File: src/rtl/thermal_event_pkg.sv
// Package: shared condition type and hysteresis width function
// for the thermal event controller. Assumes hysteresis steps are
// 0, 1, 2 and 4 times a base step.
package thermal_event_pkg;

    // One flag per tracked limit condition.
    typedef struct packed {
        logic crit;
        logic lower;
        logic upper;
    } cond_t;

    localparam int NUM_LIMITS = 3;
    localparam int IDX_UPPER  = 0;
    localparam int IDX_LOWER  = 1;
    localparam int IDX_CRIT   = 2;

    // Hysteresis width in LSB for a 2-bit select and a base step.
    function automatic int hyst_width(input logic [1:0] sel, input int step);
        int w;
        case (sel)
            2'd0:    w = 0;
            2'd1:    w = step;
            2'd2:    w = step * 2;
            default: w = step * 4;
        endcase
        return w;
    endfunction

endpackage

File: src/rtl/te_limit_track.sv
// Module: tracks one limit condition with hysteresis.
// Sets on a strict crossing, clears once the sample is back past
// the limit by the hysteresis width, otherwise holds. Updates only
// on a sample strobe. ABOVE selects over-type (1) or under-type (0).
// Assumes hyst fits HW bits; arithmetic is widened by two bits.
module te_limit_track #(
    parameter int TEMP_W = 11,
    parameter int HW     = 6,
    parameter bit ABOVE  = 1'b1
) (
    input  logic                     clk,
    input  logic                     rst_n,
    input  logic                     sample_vld,
    input  logic signed [TEMP_W-1:0] sample,
    input  logic signed [TEMP_W-1:0] limit,
    input  logic        [HW-1:0]     hyst,
    output logic                     flag_o,
    output logic                     flag_nxt_o
);

    localparam int CW = (TEMP_W > HW ? TEMP_W : HW) + 2;

    logic signed [CW-1:0] s_w, l_w, h_w, rel_pt;
    logic                 crossed, released;

    // Widen operands and compute the release point.
    always_comb begin
        s_w = CW'(sample);
        l_w = CW'(limit);
        h_w = $signed({{(CW-HW){1'b0}}, hyst});
        if (ABOVE) begin
            rel_pt   = l_w - h_w;
            crossed  = s_w > l_w;
            released = s_w <= rel_pt;
        end else begin
            rel_pt   = l_w + h_w;
            crossed  = s_w < l_w;
            released = s_w >= rel_pt;
        end
    end

    // Next flag value if the current sample were captured.
    always_comb begin
        if (crossed)       flag_nxt_o = 1'b1;
        else if (released) flag_nxt_o = 1'b0;
        else               flag_nxt_o = flag_o;
    end

    // Capture the condition on each strobe.
    always_ff @(posedge clk) begin
        if (!rst_n)          flag_o <= 1'b0;
        else if (sample_vld) flag_o <= flag_nxt_o;
    end

endmodule

File: src/rtl/te_event_mode.sv
// Module: merges the limit conditions into one event according to
// the mode. Holds the interrupt latch, which is set by a false-to-true
// window transition on a strobe and cleared by the host. The critical
// condition bypasses the latch. Assumes flags_nxt is the value the
// flags take on a strobe edge.
module te_event_mode
    import thermal_event_pkg::*;
(
    input  logic  clk,
    input  logic  rst_n,
    input  logic  sample_vld,
    input  cond_t flags,
    input  cond_t flags_nxt,
    input  logic  int_mode,
    input  logic  crit_only,
    input  logic  int_clear,
    output logic  event_active_o
);

    logic win_now, win_nxt, win_rise, latch_q;

    // Window condition now and after a strobe, masked in critical-only mode.
    always_comb begin
        win_now  = ~crit_only & (flags.upper | flags.lower);
        win_nxt  = ~crit_only & (flags_nxt.upper | flags_nxt.lower);
        win_rise = sample_vld & win_nxt & ~win_now;
    end

    // Interrupt latch: set beats clear; held clear outside interrupt mode.
    always_ff @(posedge clk) begin
        if (!rst_n)         latch_q <= 1'b0;
        else if (!int_mode) latch_q <= 1'b0;
        else if (win_rise)  latch_q <= 1'b1;
        else if (int_clear) latch_q <= 1'b0;
    end

    // Event selection by mode.
    always_comb begin
        if (crit_only)     event_active_o = flags.crit;
        else if (int_mode) event_active_o = flags.crit | latch_q;
        else               event_active_o = flags.crit | win_now;
    end

endmodule

File: src/rtl/te_pin_drive.sv
// Module: maps the event to the open-drain enable and the status bit.
// Assumes an external pull-up, so 1 on pull_o drives the pin low.
module te_pin_drive (
    input  logic enable,
    input  logic active_high,
    input  logic event_active,
    output logic pull_o,
    output logic status_o
);

    // Pin level and status, both released when disabled.
    always_comb begin
        status_o = enable & event_active;
        pull_o   = enable & (event_active ^ active_high);
    end

endmodule

File: src/rtl/thermal_event_ctrl.sv
// Top: thermal event output controller. Tracks the over-upper,
// under-lower and critical conditions of strobed signed samples and
// drives a single alarm pin in comparator, interrupt or critical-only
// mode. Assumes limits are held stable between samples.
module thermal_event_ctrl
    import thermal_event_pkg::*;
#(
    parameter int TEMP_W    = 11,
    parameter int HYST_STEP = 12
) (
    input  logic                     clk,
    input  logic                     rst_n,
    input  logic signed [TEMP_W-1:0] temp_i,
    input  logic                     temp_vld_i,
    input  logic signed [TEMP_W-1:0] upper_lim_i,
    input  logic signed [TEMP_W-1:0] lower_lim_i,
    input  logic signed [TEMP_W-1:0] crit_lim_i,
    input  logic                     cfg_int_mode_i,
    input  logic                     cfg_active_high_i,
    input  logic                     cfg_enable_i,
    input  logic                     cfg_crit_only_i,
    input  logic [1:0]               cfg_hyst_sel_i,
    input  logic                     int_clear_i,
    output logic                     event_pull_o,
    output logic                     event_status_o
);

    localparam int HW = $clog2(HYST_STEP * 4 + 1);

    logic        [HW-1:0]     hyst_amt;
    logic signed [TEMP_W-1:0] lim_arr [NUM_LIMITS];
    logic [NUM_LIMITS-1:0]    flag_vec, flag_nxt_vec;
    cond_t                    flags, flags_nxt;
    logic                     event_active;

    // Hysteresis width and limit vector.
    always_comb begin
        hyst_amt           = HW'(hyst_width(cfg_hyst_sel_i, HYST_STEP));
        lim_arr[IDX_UPPER] = upper_lim_i;
        lim_arr[IDX_LOWER] = lower_lim_i;
        lim_arr[IDX_CRIT]  = crit_lim_i;
    end

    for (genvar g = 0; g < NUM_LIMITS; g++) begin : g_lim
        te_limit_track #(
            .TEMP_W (TEMP_W),
            .HW     (HW),
            .ABOVE  (g != IDX_LOWER)
        ) u_track (
            .clk        (clk),
            .rst_n      (rst_n),
            .sample_vld (temp_vld_i),
            .sample     (temp_i),
            .limit      (lim_arr[g]),
            .hyst       (hyst_amt),
            .flag_o     (flag_vec[g]),
            .flag_nxt_o (flag_nxt_vec[g])
        );
    end

    // Pack the per-limit flags into the condition structs.
    always_comb begin
        flags.upper     = flag_vec[IDX_UPPER];
        flags.lower     = flag_vec[IDX_LOWER];
        flags.crit      = flag_vec[IDX_CRIT];
        flags_nxt.upper = flag_nxt_vec[IDX_UPPER];
        flags_nxt.lower = flag_nxt_vec[IDX_LOWER];
        flags_nxt.crit  = flag_nxt_vec[IDX_CRIT];
    end

    te_event_mode u_mode (
        .clk            (clk),
        .rst_n          (rst_n),
        .sample_vld     (temp_vld_i),
        .flags          (flags),
        .flags_nxt      (flags_nxt),
        .int_mode       (cfg_int_mode_i),
        .crit_only      (cfg_crit_only_i),
        .int_clear      (int_clear_i),
        .event_active_o (event_active)
    );

    te_pin_drive u_pin (
        .enable       (cfg_enable_i),
        .active_high  (cfg_active_high_i),
        .event_active (event_active),
        .pull_o       (event_pull_o),
        .status_o     (event_status_o)
    );

endmodule

File: config.mk
export PLATFORM = sky130hd
export DESIGN_NAME = thermal_event_ctrl
export DESIGN_NICKNAME = d
export VERILOG_FILES = /design/src/rtl/thermal_event_pkg.sv /design/src/rtl/te_limit_track.sv /design/src/rtl/te_event_mode.sv /design/src/rtl/te_pin_drive.sv /design/src/rtl/thermal_event_ctrl.sv
export SDC_FILE = /design/constraint.sdc
export NUM_CORES = 1
export LEC_CHECK = 0
export ABC_AREA = 1
export BUFFER_PORTS_ARGS = -buffer_cell sky130_fd_sc_hd__buf_2
export CELL_PAD_IN_SITES_DETAIL_PLACEMENT = 0
export CELL_PAD_IN_SITES_GLOBAL_PLACEMENT = 2
export CORE_MARGIN = 2
export CORE_UTILIZATION = 31
export CTS_BUF_LIST = sky130_fd_sc_hd__clkbuf_2 sky130_fd_sc_hd__clkbuf_4 sky130_fd_sc_hd__clkbuf_8
export DETAILED_ROUTE_END_ITERATION = 12
export HOLD_SLACK_MARGIN = 0.06
export PLACE_DENSITY = 0.89
export SLEW_MARGIN = 20
export SYNTH_ARGS = -nofsm -noshare
export SYNTH_HDL_FRONTEND = slang
export SYNTH_SLANG_ARGS = --single-unit
File: constraint.sdc
create_clock -name clk -period 3.8 [get_ports clk]
set_clock_uncertainty 0.1 [all_clocks]
set_input_delay 0.19 -clock clk [delete_from_list [all_inputs] [get_ports clk]]
set_output_delay 0.19 -clock clk [all_outputs]
set_load 0.01 [all_outputs]
# Word level (Yosys, flattened, before mapping)
# Index checks and enable logic that the tools add are counted.
# word_totals
ff_bits,4
input_bits,54
output_inout_bits,2
elab_cells,44
# classes
addsub,3
n_lt_le_gt_ge,6
n_eq_ne,2
muxes,11
bitwise,13
n_reduce_logical,5
# op_table
op,count
11-bit by 12-bit <= comparator with 1-bit output,2
11-bit by 7-bit subtractor with 12-bit output,2
11-bit greater-than comparator,2
6-bit case mux with 3 select lines,1
11-bit by 7-bit adder with 12-bit output,1
11-bit by 12-bit greater-or-equal comparator with 1-bit output,1
11-bit less-than comparator,1
1-bit 2-to-1 mux,10
1-bit bitwise AND,6
1-bit bitwise OR,4
2-bit AND reduction,2
2-bit nonzero test,2
2-bit by 1-bit equality test with 1-bit output (second input constant),1
2-bit equality test (second input constant),1
2-bit zero test,1
1-bit NOT,2
1-bit XOR,1

# Logic depth before layout (Yosys ltp)
# Gate-level depths: netlist of the first run.
# depth
depth_word,11
depth_mapped,27
mapped_depth_nobuf,27

# By module
# From an unflattened synthesis of the first run, not the netlist that was laid out.
# unflattened
cells_unflattened,504
area_unflattened_um2,3279.4
# by_module_without_submodules
mod,instances,cells_per_inst,area_per_inst_um2,seq_area_each_um2
te_limit_track at g_lim[0].u_track,1,156,1043.5,20.0
te_limit_track at g_lim[2].u_track,1,156,1036.0,20.0
te_limit_track at g_lim[1].u_track,1,159,1018.5,20.0
te_event_mode,1,17,95.1,20.0
thermal_event_ctrl,1,10,63.8,0.0
te_pin_drive,1,6,22.5,0.0

# Worst setup path before layout of the first run
# OpenSTA, ideal clock, no wires.
# synth_timing
kind,input to register
start,input port cfg_hyst_sel_i[0]
end,register u_mode.latch_q
setup_ps,116
t_arrival_ps,2697
required_ps,3584
slack_ps,887
cell_stages,25
cell_sequence,ha_1 nor2_2 inv_1 ha_1 nand3_1 nand2_1 nand2_1 a21oi_1 nand2_1 o21ai_0 nand2_1 ha_1 nand2_1 inv_1 nand2_1 nor2_1 nand2_1 nand3_1 nand2_1 nand3_1 nand2_1 nand2_1 nand2_1 nand2_1 a21oi_1
# synth_between
elab_chain_cells,11
word_cells_on_any_way,18
# synth_lines
item,line,rtl
"start, declared",thermal_event_ctrl.sv:22,"input logic [1:0] cfg_hyst_sel_i,"
"2-bit equality test, or another cell as far along",thermal_event_pkg.sv:21,case (sel)
6-bit case mux with 3 select lines *,thermal_event_pkg.sv:21,
11-bit by 7-bit subtractor with 12-bit output / 11-bit by 7-bit adder with 12-bit output (equally long branches),"te_limit_track.sv:32, te_limit_track.sv:36",
11-bit by 12-bit <= comparator with 1-bit output / 11-bit by 12-bit greater-or-equal comparator with 1-bit output (equally long branches),"te_limit_track.sv:34, te_limit_track.sv:38",
1-bit 2-to-1 mux,te_limit_track.sv:45,else if (released) flag_nxt_o = 1'b0;
1-bit 2-to-1 mux,te_limit_track.sv:44,if (crossed) flag_nxt_o = 1'b1;
1-bit bitwise OR *,te_event_mode.sv:25,win_nxt = ~crit_only & (flags_nxt.upper | flags_nxt.lower);
1-bit bitwise AND *,te_event_mode.sv:25,
1-bit bitwise AND * (2 in series),te_event_mode.sv:26,win_rise = sample_vld & win_nxt & ~win_now;
1-bit 2-to-1 mux / 2-bit nonzero test (equally long branches),n/a,
"end signal, assigned",te_event_mode.sv:32,else if (!int_mode) latch_q <= 1'b0;
"end signal, assigned",te_event_mode.sv:33,else if (win_rise) latch_q <= 1'b1;
"end signal, assigned",te_event_mode.sv:34,else if (int_clear) latch_q <= 1'b0;
"end, declared",te_event_mode.sv:20,"logic win_now, win_nxt, win_rise, latch_q;"
# Every way passes the cells marked *; elsewhere a longest branch is shown, timed or not.
# A chain may end at the register's enable or synchronous reset.

# Final worst setup path of the first run
# Ends and elaborated chain as after synthesis.

==> impl_metrics.env, run 1 <==
export IMPL_clock_sinks=4
export IMPL_synth_seq_cells=4
export IMPL_max_vdd_ir_drop_uv=71.8
export IMPL_dpl_cell_count=588
export IMPL_met3RoutedLength_um=157
export IMPL_rsz0062_at_grt="no"
export IMPL_max_stage_delay_ns=0.35
export IMPL_met1_wire_length_um=3280
export IMPL_first_iter_violations=51
export IMPL_cts_root_buf="sky130_fd_sc_hd__clkbuf_8"
export IMPL_first_global_vias=2627
export IMPL_layout_drive_gt1_share_pct=15.7
export IMPL_yosys_warnings=0
export IMPL_timing_worst_slew_pin_value_ns=0.298
export IMPL_cp_arrival_ns=3.29
export IMPL_synth_edf_count=0
export IMPL_final_min_period_over_clock_period_pct=85.5
export IMPL_worstSetupStartpointType="input port"
export IMPL_postCtsSetupRepairBufs=0
export IMPL_rows=34
export IMPL_maxUsedRoutingLayer="met4"
export IMPL_clock_buffer_count_from_cts=3
export IMPL_crit_path_frequent_cell="sky130_fd_sc_hd__nand2_1"
export IMPL_final_period_minus_worst_setup_slack_ns=3.25
export IMPL_synth_sequential_area_ratio_pct=2.95
export IMPL_netlist_instances=425
export IMPL_run_status="finished clean"
export IMPL_cp_max_fo=4
export IMPL_instances_no_fill=591
export IMPL_route_detailed_drc=0
export IMPL_critPathTopFamily="simple AND/OR/NAND/NOR gates"
export IMPL_holdCritPathClass="in -> reg"
export IMPL_power_clock_fraction_pct=15.7
export IMPL_detail_route_wirelength_um=6680
export IMPL_vias=2672
export IMPL_wl_met2_um=3230
export IMPL_hold_path_startpoint="rst_n"
export IMPL_combinationalPowerShare_pct=75.5
export IMPL_worst_slew_margin_rel_pct=80.2
export IMPL_worstPathBufferInverterCount=2
export IMPL_final_design_area_no_fill_um2=3170
export IMPL_fp_dieW_um=97.7
export IMPL_hold_ws_ns=0.123
export IMPL_hold_buffers=0
export IMPL_portBuffers=55
export IMPL_reg2reg_from="g_lim[0].u_track.flag_o$_SDFFE_PN0P_"
export IMPL_net_switching_power_uw=264
export IMPL_reg2regPathDepth=8
export IMPL_maxSlewViolCount=0
export IMPL_ioPinCount=56
export IMPL_ctsHtreeMaxLevel=1
export IMPL_layout_common_cells="sky130_fd_sc_hd__nand2_1, sky130_fd_sc_hd__inv_1, sky130_fd_sc_hd__ha_1"
export IMPL_postSynthNetCount=559
export IMPL_worst_setup_path_end_kind="flop"
export IMPL_diodes=0
export IMPL_postSynth_asyncResetShare_pct=0
export IMPL_timing_hold_violations_final=0
export IMPL_hpwlAfterDp_um=6100
export IMPL_post_synth_cell_area_avg_um2=6.40
export IMPL_setup_viol_count_final=0
export IMPL_yosys_cell_types_count=25
export IMPL_synth_top_area_share_pct=35.4
export IMPL_flop_pwr_share_pct=8.8
export IMPL_r2r_end="u_mode.latch_q$_SDFFE_PN0P_"
export IMPL_drt_first_pass_iters=4
export IMPL_grt_max_degree=10
export IMPL_synth_to_final_area_change_pct=16.6
export IMPL_placeableCoreArea_um2=8590
export IMPL_initial_core_util_pct=31.6
export IMPL_r2r_slack_ns=2.75
export IMPL_die_height_um=97.7
export IMPL_cpMaxStageDelayCell="sky130_fd_sc_hd__ha_1"
export IMPL_synth_cell_area_um2=2720
export IMPL_synthTopCellsByArea="sky130_fd_sc_hd__ha_1, sky130_fd_sc_hd__nand2_1, sky130_fd_sc_hd__inv_1, sky130_fd_sc_hd__a21oi_1, sky130_fd_sc_hd__xor2_1"
export IMPL_critPathRequiredTime_ns=3.84
export IMPL_grt_overflow=0
export IMPL_static_leakage_nw=1.94
export IMPL_nets=619
export IMPL_detail_route_wl_per_cell_um=11.3
export IMPL_clock_tree_from_tritoncts="built"
export IMPL_cts_buffer_depth=2
export IMPL_drtAntennaViolNets=0
export IMPL_post_route_worst_setup_slack_ns=0.553
export IMPL_worst_hold_path_endpoint="u_mode.latch_q$_SDFFE_PN0P_"
export IMPL_crit_chain="buf_2 -> ha_1 -> nor2_2 -> inv_1 -> ha_1 -> nand3_1 -> nand2_1 -> nand2_1 -> a21oi_1 -> nand2_1 -> nor2_1 -> nand2_1 -> nand2_1 -> ha_1 -> a21o_1 -> nor2_1 -> nand3_1 -> nand2_1 -> nand3_1 -> nand2_1 -> nand2_1 -> nand2_1 -> nand2_1 -> a21oi_1"
export IMPL_yosys_most_used_dff="sky130_fd_sc_hd__dfxtp_1"
export IMPL_clk_pin_slew_worst_paths_ns=0.03
export IMPL_power_per_cell_area_nw_per_um2=175
export IMPL_fin_tns_setup_ns=0
export IMPL_antenna_found_initial=0
export IMPL_fin_util_pct=36.9
export IMPL_max_clock_freq_ghz=0.308
export IMPL_timing_max_cap_violations=0
export IMPL_p_int_uw=290
export IMPL_overall_global_routing_resource_usage_pct=14.2
export IMPL_pre_cts_slack_ns=0.303
export IMPL_number_of_vias_per_cell_after_detailed_routing=4.52
export IMPL_mostFrequentLayoutCell="sky130_fd_sc_hd__nand2_1"
export IMPL_die_area_um2=9540
export IMPL_cts_repair_resized=0
export IMPL_place_congestion=0.810
export IMPL_power_uw=554
export IMPL_switching_share_pct=47.7
export IMPL_criticalPathCategory="in -> reg"
export IMPL_insertion_delay_ns=0.21
export IMPL_synth_top_cell_by_area="sky130_fd_sc_hd__ha_1"
export IMPL_min_path_cells=3
export IMPL_grt_pass1_wl_um=11400
export IMPL_placed_cell_area_um2=3130
## worst min-delay path, stage by stage
cell and delay (ns):
sky130_fd_sc_hd__buf_2 0.10, sky130_fd_sc_hd__nand2_1 0.06, sky130_fd_sc_hd__a21oi_1 0.03
## power by group through the flow
stage	Combinational [mW]	Sequential [mW]	Clock (mW)
2_1_floorplan	0.299	0.0486	0
3_3_place_gp	0.420	0.0495	0
3_5_place_dp	0.424	0.0495	0
4_1_cts	0.427	0.0490	0.0894
5_1_grt	0.495	0.0496	0.0921
6_report	0.418	0.0489	0.0870
## metal layers
metal | global-route usage (%) | vias to the layer above
met5 | 0 | -
met4 | 0.641 | 0
met3 | 1.22 | 2
met2 | 27.5 | 35
met1 | 17.9 | 1155
li1 | - | 1480
## cell usage after synthesis, types with 3 or more instances
cell type                   n
sky130_fd_sc_hd__a21o_1     4
sky130_fd_sc_hd__xnor2_1    4
sky130_fd_sc_hd__nand4_1   12
sky130_fd_sc_hd__nor3_1     4
sky130_fd_sc_hd__fa_1       3
sky130_fd_sc_hd__nand3_1   18
sky130_fd_sc_hd__nor2_1    23
sky130_fd_sc_hd__nand2_2    3
sky130_fd_sc_hd__xor2_1    16
sky130_fd_sc_hd__a21oi_1   33
sky130_fd_sc_hd__nand2_1  107
sky130_fd_sc_hd__inv_1     93
sky130_fd_sc_hd__ha_1      77
sky130_fd_sc_hd__nand3_2    3
sky130_fd_sc_hd__o21ai_0    7
sky130_fd_sc_hd__dfxtp_1    4
## final cells by class
cell class,instances,area (um^2)
flip-flops and latches,4,80.1
clock buffers,3,41.3
repair buffers,55,275
well taps,108,135
fillers,980,5420
multi-input cells,328,2290
inverters,93,349
## cell families after synthesis
logic type,synth area share [%]
compound gates,10.3
fa+ha+maj,37.6
flops,2.95
xor+xnor,7.64
simple gates,28.6
buf+inv,12.8
## worst max-delay path by stage
stage / endpoint / start / slack (ns) / cells after the start
global route: u_mode.latch_q$_SDFFE_PN0P_ / cfg_hyst_sel_i[0] / 0.08 / 26
floorplan: u_mode.latch_q$_SDFFE_PN0P_ / cfg_hyst_sel_i[0] / 0.89 / 25
detailed placement: u_mode.latch_q$_SDFFE_PN0P_ / cfg_hyst_sel_i[0] / 0.30 / 26
CTS: u_mode.latch_q$_SDFFE_PN0P_ / cfg_hyst_sel_i[0] / 0.52 / 26
finish: u_mode.latch_q$_SDFFE_PN0P_ / cfg_hyst_sel_i[0] / 0.55 / 24
global placement: u_mode.latch_q$_SDFFE_PN0P_ / cfg_hyst_sel_i[0] / 0.32 / 26
## state kept, by name (all words and copies together) (netlist names)
name and flops:
g_lim.u_track.flag_o 3, u_mode.latch_q 1
Power figures use the tool's default switching activity.
==> run 2: changes to the inputs <==
--- a/config.mk
+++ b/config.mk
@@ -9,8 +9,7 @@
 export BUFFER_PORTS_ARGS = -buffer_cell sky130_fd_sc_hd__buf_2
 export CELL_PAD_IN_SITES_DETAIL_PLACEMENT = 0
 export CELL_PAD_IN_SITES_GLOBAL_PLACEMENT = 2
-export CORE_MARGIN = 2
-export CORE_UTILIZATION = 31
+export CORE_UTILIZATION = 32
 export CTS_BUF_LIST = sky130_fd_sc_hd__clkbuf_2 sky130_fd_sc_hd__clkbuf_4 sky130_fd_sc_hd__clkbuf_8
 export DETAILED_ROUTE_END_ITERATION = 12
 export HOLD_SLACK_MARGIN = 0.06
@@ -18,4 +17,5 @@
 export SLEW_MARGIN = 20
 export SYNTH_ARGS = -nofsm -noshare
 export SYNTH_HDL_FRONTEND = slang
+export SYNTH_HIERARCHICAL = 1
 export SYNTH_SLANG_ARGS = --single-unit
==> constraint.sdc (replaced) <==
create_clock -name clk -period 3.8 [get_ports clk]
set_clock_uncertainty 0.1 [all_clocks]
set_input_delay 0.19 -clock clk [delete_from_list [all_inputs] [get_ports clk]]
set_output_delay 0.19 -clock clk [all_outputs]
set_load 0.1 [all_outputs]
==> run 2 against run 1 <==
  * Final cell count up 19%
  * Clock power up 3.4%
  * Critical path depth down 1
  * Final area up 19%
  * Critical path type unchanged
  * Largest power group unchanged
==> impl_metrics.env, run 2 <==
export IMPL_run_status="finished clean"
export IMPL_die_area_um2=10600
export IMPL_rows=36
export IMPL_insertion_delay_ns=0.22
export IMPL_cts_buffer_depth=2
export IMPL_cp_max_fo=4
export IMPL_timing_hold_violations_final=0
export IMPL_holdCritPathClass="in -> reg"
export IMPL_synth_cell_area_um2=3280
export IMPL_detail_route_wirelength_um=7670
export IMPL_route_detailed_drc=0
export IMPL_vias=3138
export IMPL_clock_buffer_count_from_cts=3
export IMPL_clk_pin_slew_worst_paths_ns=0.04
export IMPL_clock_tree_from_tritoncts="built"
export IMPL_fp_dieW_um=103
export IMPL_netlist_instances=503
export IMPL_cts_repair_resized=0
export IMPL_hpwlAfterDp_um=7100
export IMPL_postCtsSetupRepairBufs=0
export IMPL_cts_root_buf="sky130_fd_sc_hd__clkbuf_8"
export IMPL_layout_common_cells="sky130_fd_sc_hd__nand2_1, sky130_fd_sc_hd__inv_1, sky130_fd_sc_hd__ha_1"
export IMPL_max_vdd_ir_drop_uv=78.5
export IMPL_yosys_warnings=6
export IMPL_die_height_um=103
export IMPL_drtAntennaViolNets=0
export IMPL_largest_registers="g_lim.u_track/flag_o x3, u_mode/latch_q x1"
export IMPL_first_global_vias=3078
export IMPL_static_leakage_nw=2.27
export IMPL_grt_overflow=0
export IMPL_rsz0062_at_grt="no"
export IMPL_worstSetupStartpointType="input port"
export IMPL_detail_route_wl_per_cell_um=10.9
export IMPL_worst_setup_path_end_kind="flop"
export IMPL_max_clock_freq_ghz=0.318
export IMPL_hold_ws_ns=0.122
export IMPL_initial_core_util_pct=33.2
export IMPL_pre_cts_slack_ns=0.432
export IMPL_criticalPathCategory="in -> reg"
export IMPL_post_route_worst_setup_slack_ns=0.655
export IMPL_placeableCoreArea_um2=9860
export IMPL_synth_to_final_area_change_pct=15.7
export IMPL_largest_register_ffs=3
export IMPL_mostFrequentLayoutCell="sky130_fd_sc_hd__nand2_1"
export IMPL_final_min_period_over_clock_period_pct=82.8
export IMPL_setup_viol_count_final=0
export IMPL_first_iter_violations=72
export IMPL_timing_max_cap_violations=0
export IMPL_layout_drive_gt1_share_pct=18.8
export IMPL_ctsHtreeMaxLevel=1
export IMPL_final_period_minus_worst_setup_slack_ns=3.14
export IMPL_grt_pass1_wl_um=13100
export IMPL_drt_first_pass_iters=4
export IMPL_antenna_found_initial=0
export IMPL_grt_max_degree=10
export IMPL_post_synth_cell_area_avg_um2=6.51
export IMPL_maxSlewViolCount=0
export IMPL_registers_top_by_ff_count="g_lim.u_track/flag_o"
export IMPL_nets=717
export IMPL_ioPinCount=56
export IMPL_hold_buffers=0
export IMPL_fin_tns_setup_ns=0
export IMPL_power_per_cell_area_nw_per_um2=182
export IMPL_portBuffers=55
export IMPL_clock_sinks=4
export IMPL_diodes=0
export IMPL_cp_arrival_ns=3.20
export IMPL_number_of_vias_per_cell_after_detailed_routing=4.47
export IMPL_overall_global_routing_resource_usage_pct=15.5
export IMPL_critPathRequiredTime_ns=3.86
export IMPL_place_congestion=0.886
[run 2: layer usage]
| layer | share of wire (%) | up-vias | track usage (%) |
|---|---|---|---|
| met4 | 0.90 | 0 | 2.17 |
| met3 | 1.9 | 4 | 0.739 |
| met5 | 0 | - | 0 |
| met1 | 50 | 1357 | 20.2 |
| met2 | 47 | 44 | 28.9 |
| li1 | - | 1733 | - |
[run 2: area by class of cell]
type	count	area, um^2
flip-flops and latches	4	80.1
well taps	133	166
repair buffers	55	275
clock buffers	3	41.3
fillers	1128	6080
inverters	107	402
multi-input cells	400	2820
[run 2: worst max-delay path: stages]
cell and delay (ns):
sky130_fd_sc_hd__buf_2 0.10, sky130_fd_sc_hd__ha_1 0.28, sky130_fd_sc_hd__inv_1 0.06, sky130_fd_sc_hd__nand2_1 0.14, sky130_fd_sc_hd__inv_1 0.06, sky130_fd_sc_hd__ha_1 0.39, sky130_fd_sc_hd__nand2_2 0.08, sky130_fd_sc_hd__o21ai_1 0.17
sky130_fd_sc_hd__nor2_2 0.07, sky130_fd_sc_hd__o21a_4 0.22, sky130_fd_sc_hd__xor2_1 0.15, sky130_fd_sc_hd__ha_1 0.30, sky130_fd_sc_hd__nand2_1 0.07, sky130_fd_sc_hd__nor2_1 0.16, sky130_fd_sc_hd__and2_1 0.15, sky130_fd_sc_hd__nand2_1 0.07
sky130_fd_sc_hd__nand4_1 0.09, sky130_fd_sc_hd__nand3_2 0.08, sky130_fd_sc_hd__nand2_1 0.06, sky130_fd_sc_hd__clkinv_1 0.05, sky130_fd_sc_hd__nand2_1 0.06, sky130_fd_sc_hd__nand3_1 0.09, sky130_fd_sc_hd__a21oi_2 0.11
[run 2: report_power, final]
group	total [mW]	switching (mW)	internal [mW]	leakage (nW)
sequential	0.0492	0.00325	0.0459	0.0331
clock	0.0900	0.0224	0.0676	0.0216
combinational	0.552	0.330	0.222	2.21
[run 2: path summary, 6_finish.rpt]
check | endpoint | slack [ns] | from | cells after the start
max reg2reg | u_mode/latch_q$_SDFFE_PN0P_ | 2.64 | g_lim[1].u_track/flag_o$_SDFFE_PN0P_ | 8
min | u_mode/latch_q$_SDFFE_PN0P_ | 0.12 | cfg_int_mode_i | 3
min reg2reg | u_mode/latch_q$_SDFFE_PN0P_ | 0.39 | u_mode/latch_q$_SDFFE_PN0P_ | 2
max | u_mode/latch_q$_SDFFE_PN0P_ | 0.66 | cfg_hyst_sel_i[0] | 23
[run 2: metrics by stage]
| step | power, mW | utilization [%] | instances | instance area [um^2] |
|---|---|---|---|---|
| floorplan | 0.462 | - | 511 | 3310 |
| global placement | 0.596 | 38.0 | 699 | 3750 |
| detailed placement | 0.609 | 38.0 | 699 | 3750 |
| CTS | 0.704 | 38.4 | 702 | 3790 |
| global route | 0.793 | 38.4 | 702 | 3790 |
| finish | 0.691 | 38.4 | 702 | 3790 |
==> run 3: changes to the inputs <==
--- a/config.mk
+++ b/config.mk
@@ -5,11 +5,11 @@
 export SDC_FILE = /design/constraint.sdc
 export NUM_CORES = 1
 export LEC_CHECK = 0
-export ABC_AREA = 1
+export ABC_AREA = 0
 export BUFFER_PORTS_ARGS = -buffer_cell sky130_fd_sc_hd__buf_2
 export CELL_PAD_IN_SITES_DETAIL_PLACEMENT = 0
 export CELL_PAD_IN_SITES_GLOBAL_PLACEMENT = 2
-export CORE_UTILIZATION = 32
+export CORE_UTILIZATION = 34
 export CTS_BUF_LIST = sky130_fd_sc_hd__clkbuf_2 sky130_fd_sc_hd__clkbuf_4 sky130_fd_sc_hd__clkbuf_8
 export DETAILED_ROUTE_END_ITERATION = 12
 export HOLD_SLACK_MARGIN = 0.06
==> constraint.sdc (replaced) <==
create_clock -name clk -period 3.27 [get_ports clk]
set_clock_uncertainty 0.1 [all_clocks]
set_input_delay 0.1635 -clock clk [delete_from_list [all_inputs] [get_ports clk]]
set_output_delay 0.1635 -clock clk [all_outputs]
set_load 0.1 [all_outputs]
==> run 3 against run 2 <==
  * Flip-flop and latch count is the same
  * Core utilization increased by 6.5 points
  * Combinational power increased by 30%
  * Final area is 3.4% higher
  * Setup slack got worse by 0.57 ns
  * Wire length is 12% higher
  * Register-to-register slack worse by 1.0 ns
  * Via count down 0.48%
  * Clock power is 18% higher
  * Final cell count down 15%
  * Critical path type unchanged
  * Largest cell class unchanged
  * Largest power group unchanged
==> impl_metrics.env, run 3 <==
export IMPL_run_status="finished clean"
export IMPL_layout_common_cells="sky130_fd_sc_hd__ha_1, sky130_fd_sc_hd__inv_1, sky130_fd_sc_hd__buf_2"
export IMPL_crit_path_frequent_cell="sky130_fd_sc_hd__ha_4"
export IMPL_cp_arrival_ns=3.19
export IMPL_clock_sinks=4
export IMPL_fin_util_pct=44.9
export IMPL_worstSetupStartpointType="input port"
export IMPL_post_synth_cell_area_avg_um2=7.83
export IMPL_criticalPathCategory="in -> reg"
export IMPL_yosys_warnings=6
export IMPL_cts_buffer_depth=2
export IMPL_layout_drive_gt1_share_pct=26.6
export IMPL_r2r_end="u_mode/latch_q$_SDFFE_PN0P_"
export IMPL_clk_pin_slew_worst_paths_ns=0.03
export IMPL_met3_usage_pct=2.75
export IMPL_power_per_cell_area_nw_per_um2=224
export IMPL_first_iter_violations=91
export IMPL_rsz0062_at_grt="yes"
export IMPL_use_met1_pct=25.9
export IMPL_cts_root_buf="sky130_fd_sc_hd__clkbuf_8"
export IMPL_route_detailed_drc=0
export IMPL_nets=640
export IMPL_fp_dieW_um=96.8
export IMPL_dpl_cell_count=592
export IMPL_final_period_minus_worst_setup_slack_ns=3.18
export IMPL_min_path_cells=3
export IMPL_critPathRequiredTime_ns=3.27
export IMPL_synth_cell_area_um2=3050
export IMPL_grt_pass1_wl_um=14400
export IMPL_final_min_period_over_clock_period_pct=97.3
export IMPL_registers_top_by_ff_count="g_lim.u_track/flag_o"
export IMPL_worst_hold_path_endpoint="u_mode/latch_q$_SDFFE_PN0P_"
export IMPL_max_vdd_ir_drop_uv=109
export IMPL_holdCritPathClass="in -> reg"
export IMPL_largest_registers="g_lim.u_track/flag_o x3, u_mode/latch_q x1"
export IMPL_placeableCoreArea_um2=8720
export IMPL_instances_no_fill=600
export IMPL_largest_register_ffs=3
export IMPL_maxSlewViolCount=0
export IMPL_first_global_vias=3084
export IMPL_vias=3123
export IMPL_grt_max_degree=10
export IMPL_reg2regPathDepth=7
export IMPL_setup_viol_count_final=0
export IMPL_r2r_slack_ns=1.61
export IMPL_pre_cts_slack_ns=-0.274
export IMPL_hold_buffers=0
export IMPL_initial_core_util_pct=35.0
export IMPL_grt_overflow=0
export IMPL_hold_path_startpoint="int_clear_i"
export IMPL_die_area_um2=9360
export IMPL_rows=34
export IMPL_overall_global_routing_resource_usage_pct=18.7
export IMPL_antenna_found_initial=0
export IMPL_drtAntennaViolNets=0
export IMPL_timing_max_cap_violations=0
export IMPL_die_height_um=96.8
export IMPL_clock_buffer_count_from_cts=3
export IMPL_synth_to_final_area_change_pct=28.4
export IMPL_cp_max_fo=3
export IMPL_mostFrequentLayoutCell="sky130_fd_sc_hd__ha_1"
export IMPL_cpMaxStageDelayCell="sky130_fd_sc_hd__ha_1"
export IMPL_diodes=0
export IMPL_ioPinCount=56
export IMPL_netlist_instances=390
export IMPL_crit_chain="buf_8 -> inv_4 -> ha_4 -> or2_4 -> inv_2 -> ha_4 -> or2_1 -> a211oi_2 -> a21oi_2 -> nor3_2 -> xnor2_1 -> ha_1 -> nand4_1 -> nor2_1 -> o22ai_1 -> nand4b_1 -> o221ai_2 -> nand2_1 -> o211ai_1 -> o21ai_1"
export IMPL_insertion_delay_ns=0.22
export IMPL_max_clock_freq_ghz=0.314
export IMPL_ctsHtreeMaxLevel=1
export IMPL_post_route_worst_setup_slack_ns=0.0880
export IMPL_use_met2_pct=31.2
export IMPL_static_leakage_nw=2.06
export IMPL_detail_route_wirelength_um=8560
export IMPL_portBuffers=55
export IMPL_globalRoute_busiestLayer="met2"
export IMPL_drt_first_pass_iters=4
export IMPL_reg2reg_from="g_lim[1].u_track/flag_o$_SDFFE_PN0P_"
export IMPL_detail_route_wl_per_cell_um=14.3
export IMPL_number_of_vias_per_cell_after_detailed_routing=5.21
export IMPL_hpwlAfterDp_um=7450
export IMPL_max_stage_delay_ns=0.32
export IMPL_timing_hold_violations_final=0
export IMPL_clock_tree_from_tritoncts="built"
export IMPL_place_congestion=0.920
export IMPL_worst_setup_path_end_kind="flop"
## run 3: worst max-delay path: cells and delay by family
family | cells | cell delay [ns]
XOR/XNOR | 1 | 0.11
AND/OR/NAND/NOR | 7 | 1.09
buffers and inverters | 3 | 0.19
AO/OA/AOI/OAI | 6 | 0.97
adder cells (fa/ha/maj) | 3 | 0.64
## run 3: worst max-delay path by stage
| stage | startpoint | to | cells after the start |
|---|---|---|---|
| 6_report | cfg_hyst_sel_i[0] | u_mode/latch_q$_SDFFE_PN0P_ | 20 |
| 5_1_grt | cfg_hyst_sel_i[0] | u_mode/latch_q$_SDFFE_PN0P_ | 20 |
| 4_1_cts | cfg_hyst_sel_i[0] | u_mode/latch_q$_SDFFE_PN0P_ | 19 |
| 3_5_place_dp | cfg_hyst_sel_i[0] | u_mode/latch_q$_SDFFE_PN0P_ | 17 |
| 3_3_place_gp | cfg_hyst_sel_i[0] | u_mode/latch_q$_SDFFE_PN0P_ | 17 |
| 2_1_floorplan | cfg_hyst_sel_i[0] | u_mode/latch_q$_SDFFE_PN0P_ | 18 |
## run 3: power by group
part | internal (mW) | switching, mW
clock | 0.0786 | 0.0273
sequential | 0.0533 | 0.00384
combinational | 0.337 | 0.379
## run 3: through the flow
| step | hold slack (ns) | area, um^2 | setup TNS [ns] | total power [mW] |
|---|---|---|---|---|
| 6_report | 0.132 | 3920 | 0 | 0.879 |
| 4_1_cts | 0.122 | 3830 | 0 | 0.865 |
| 2_1_floorplan | 0.164 | 3080 | 0 | 0.501 |
| 5_1_grt | 0.145 | 3920 | -0.185 | 0.981 |
| 3_5_place_dp | 0.349 | 3730 | -0.655 | 0.738 |
| 3_3_place_gp | 0.355 | 3730 | -0.357 | 0.722 |
## run 3: timing repair
item / 4_1_cts / 5_1_grt
resized for setup: 7 / 19
endpoints found under the hold margin: 0 / 0
pin swaps: 9 / 22
buffers inserted: 4 / 2
cloned: 0 / 0
setup endpoints to repair: 1 / 4
## run 3: routing by layer
metal,share of wire [%],vias up
met2,45,63
li1,-,1622
met3,3.4,11
met4,1.7,0
met5,0,-
met1,50,1427
## run 3: layout make-up
type / instances / area [um^2]
Sequential cell: 4 / 80.1
Multi-Input combinational cell: 334 / 2870
Inverter: 58 / 220
Tap cell: 108 / 135
Timing Repair Buffer: 93 / 577
Fill cell: 884 / 4800
Clock buffer: 3 / 41.3
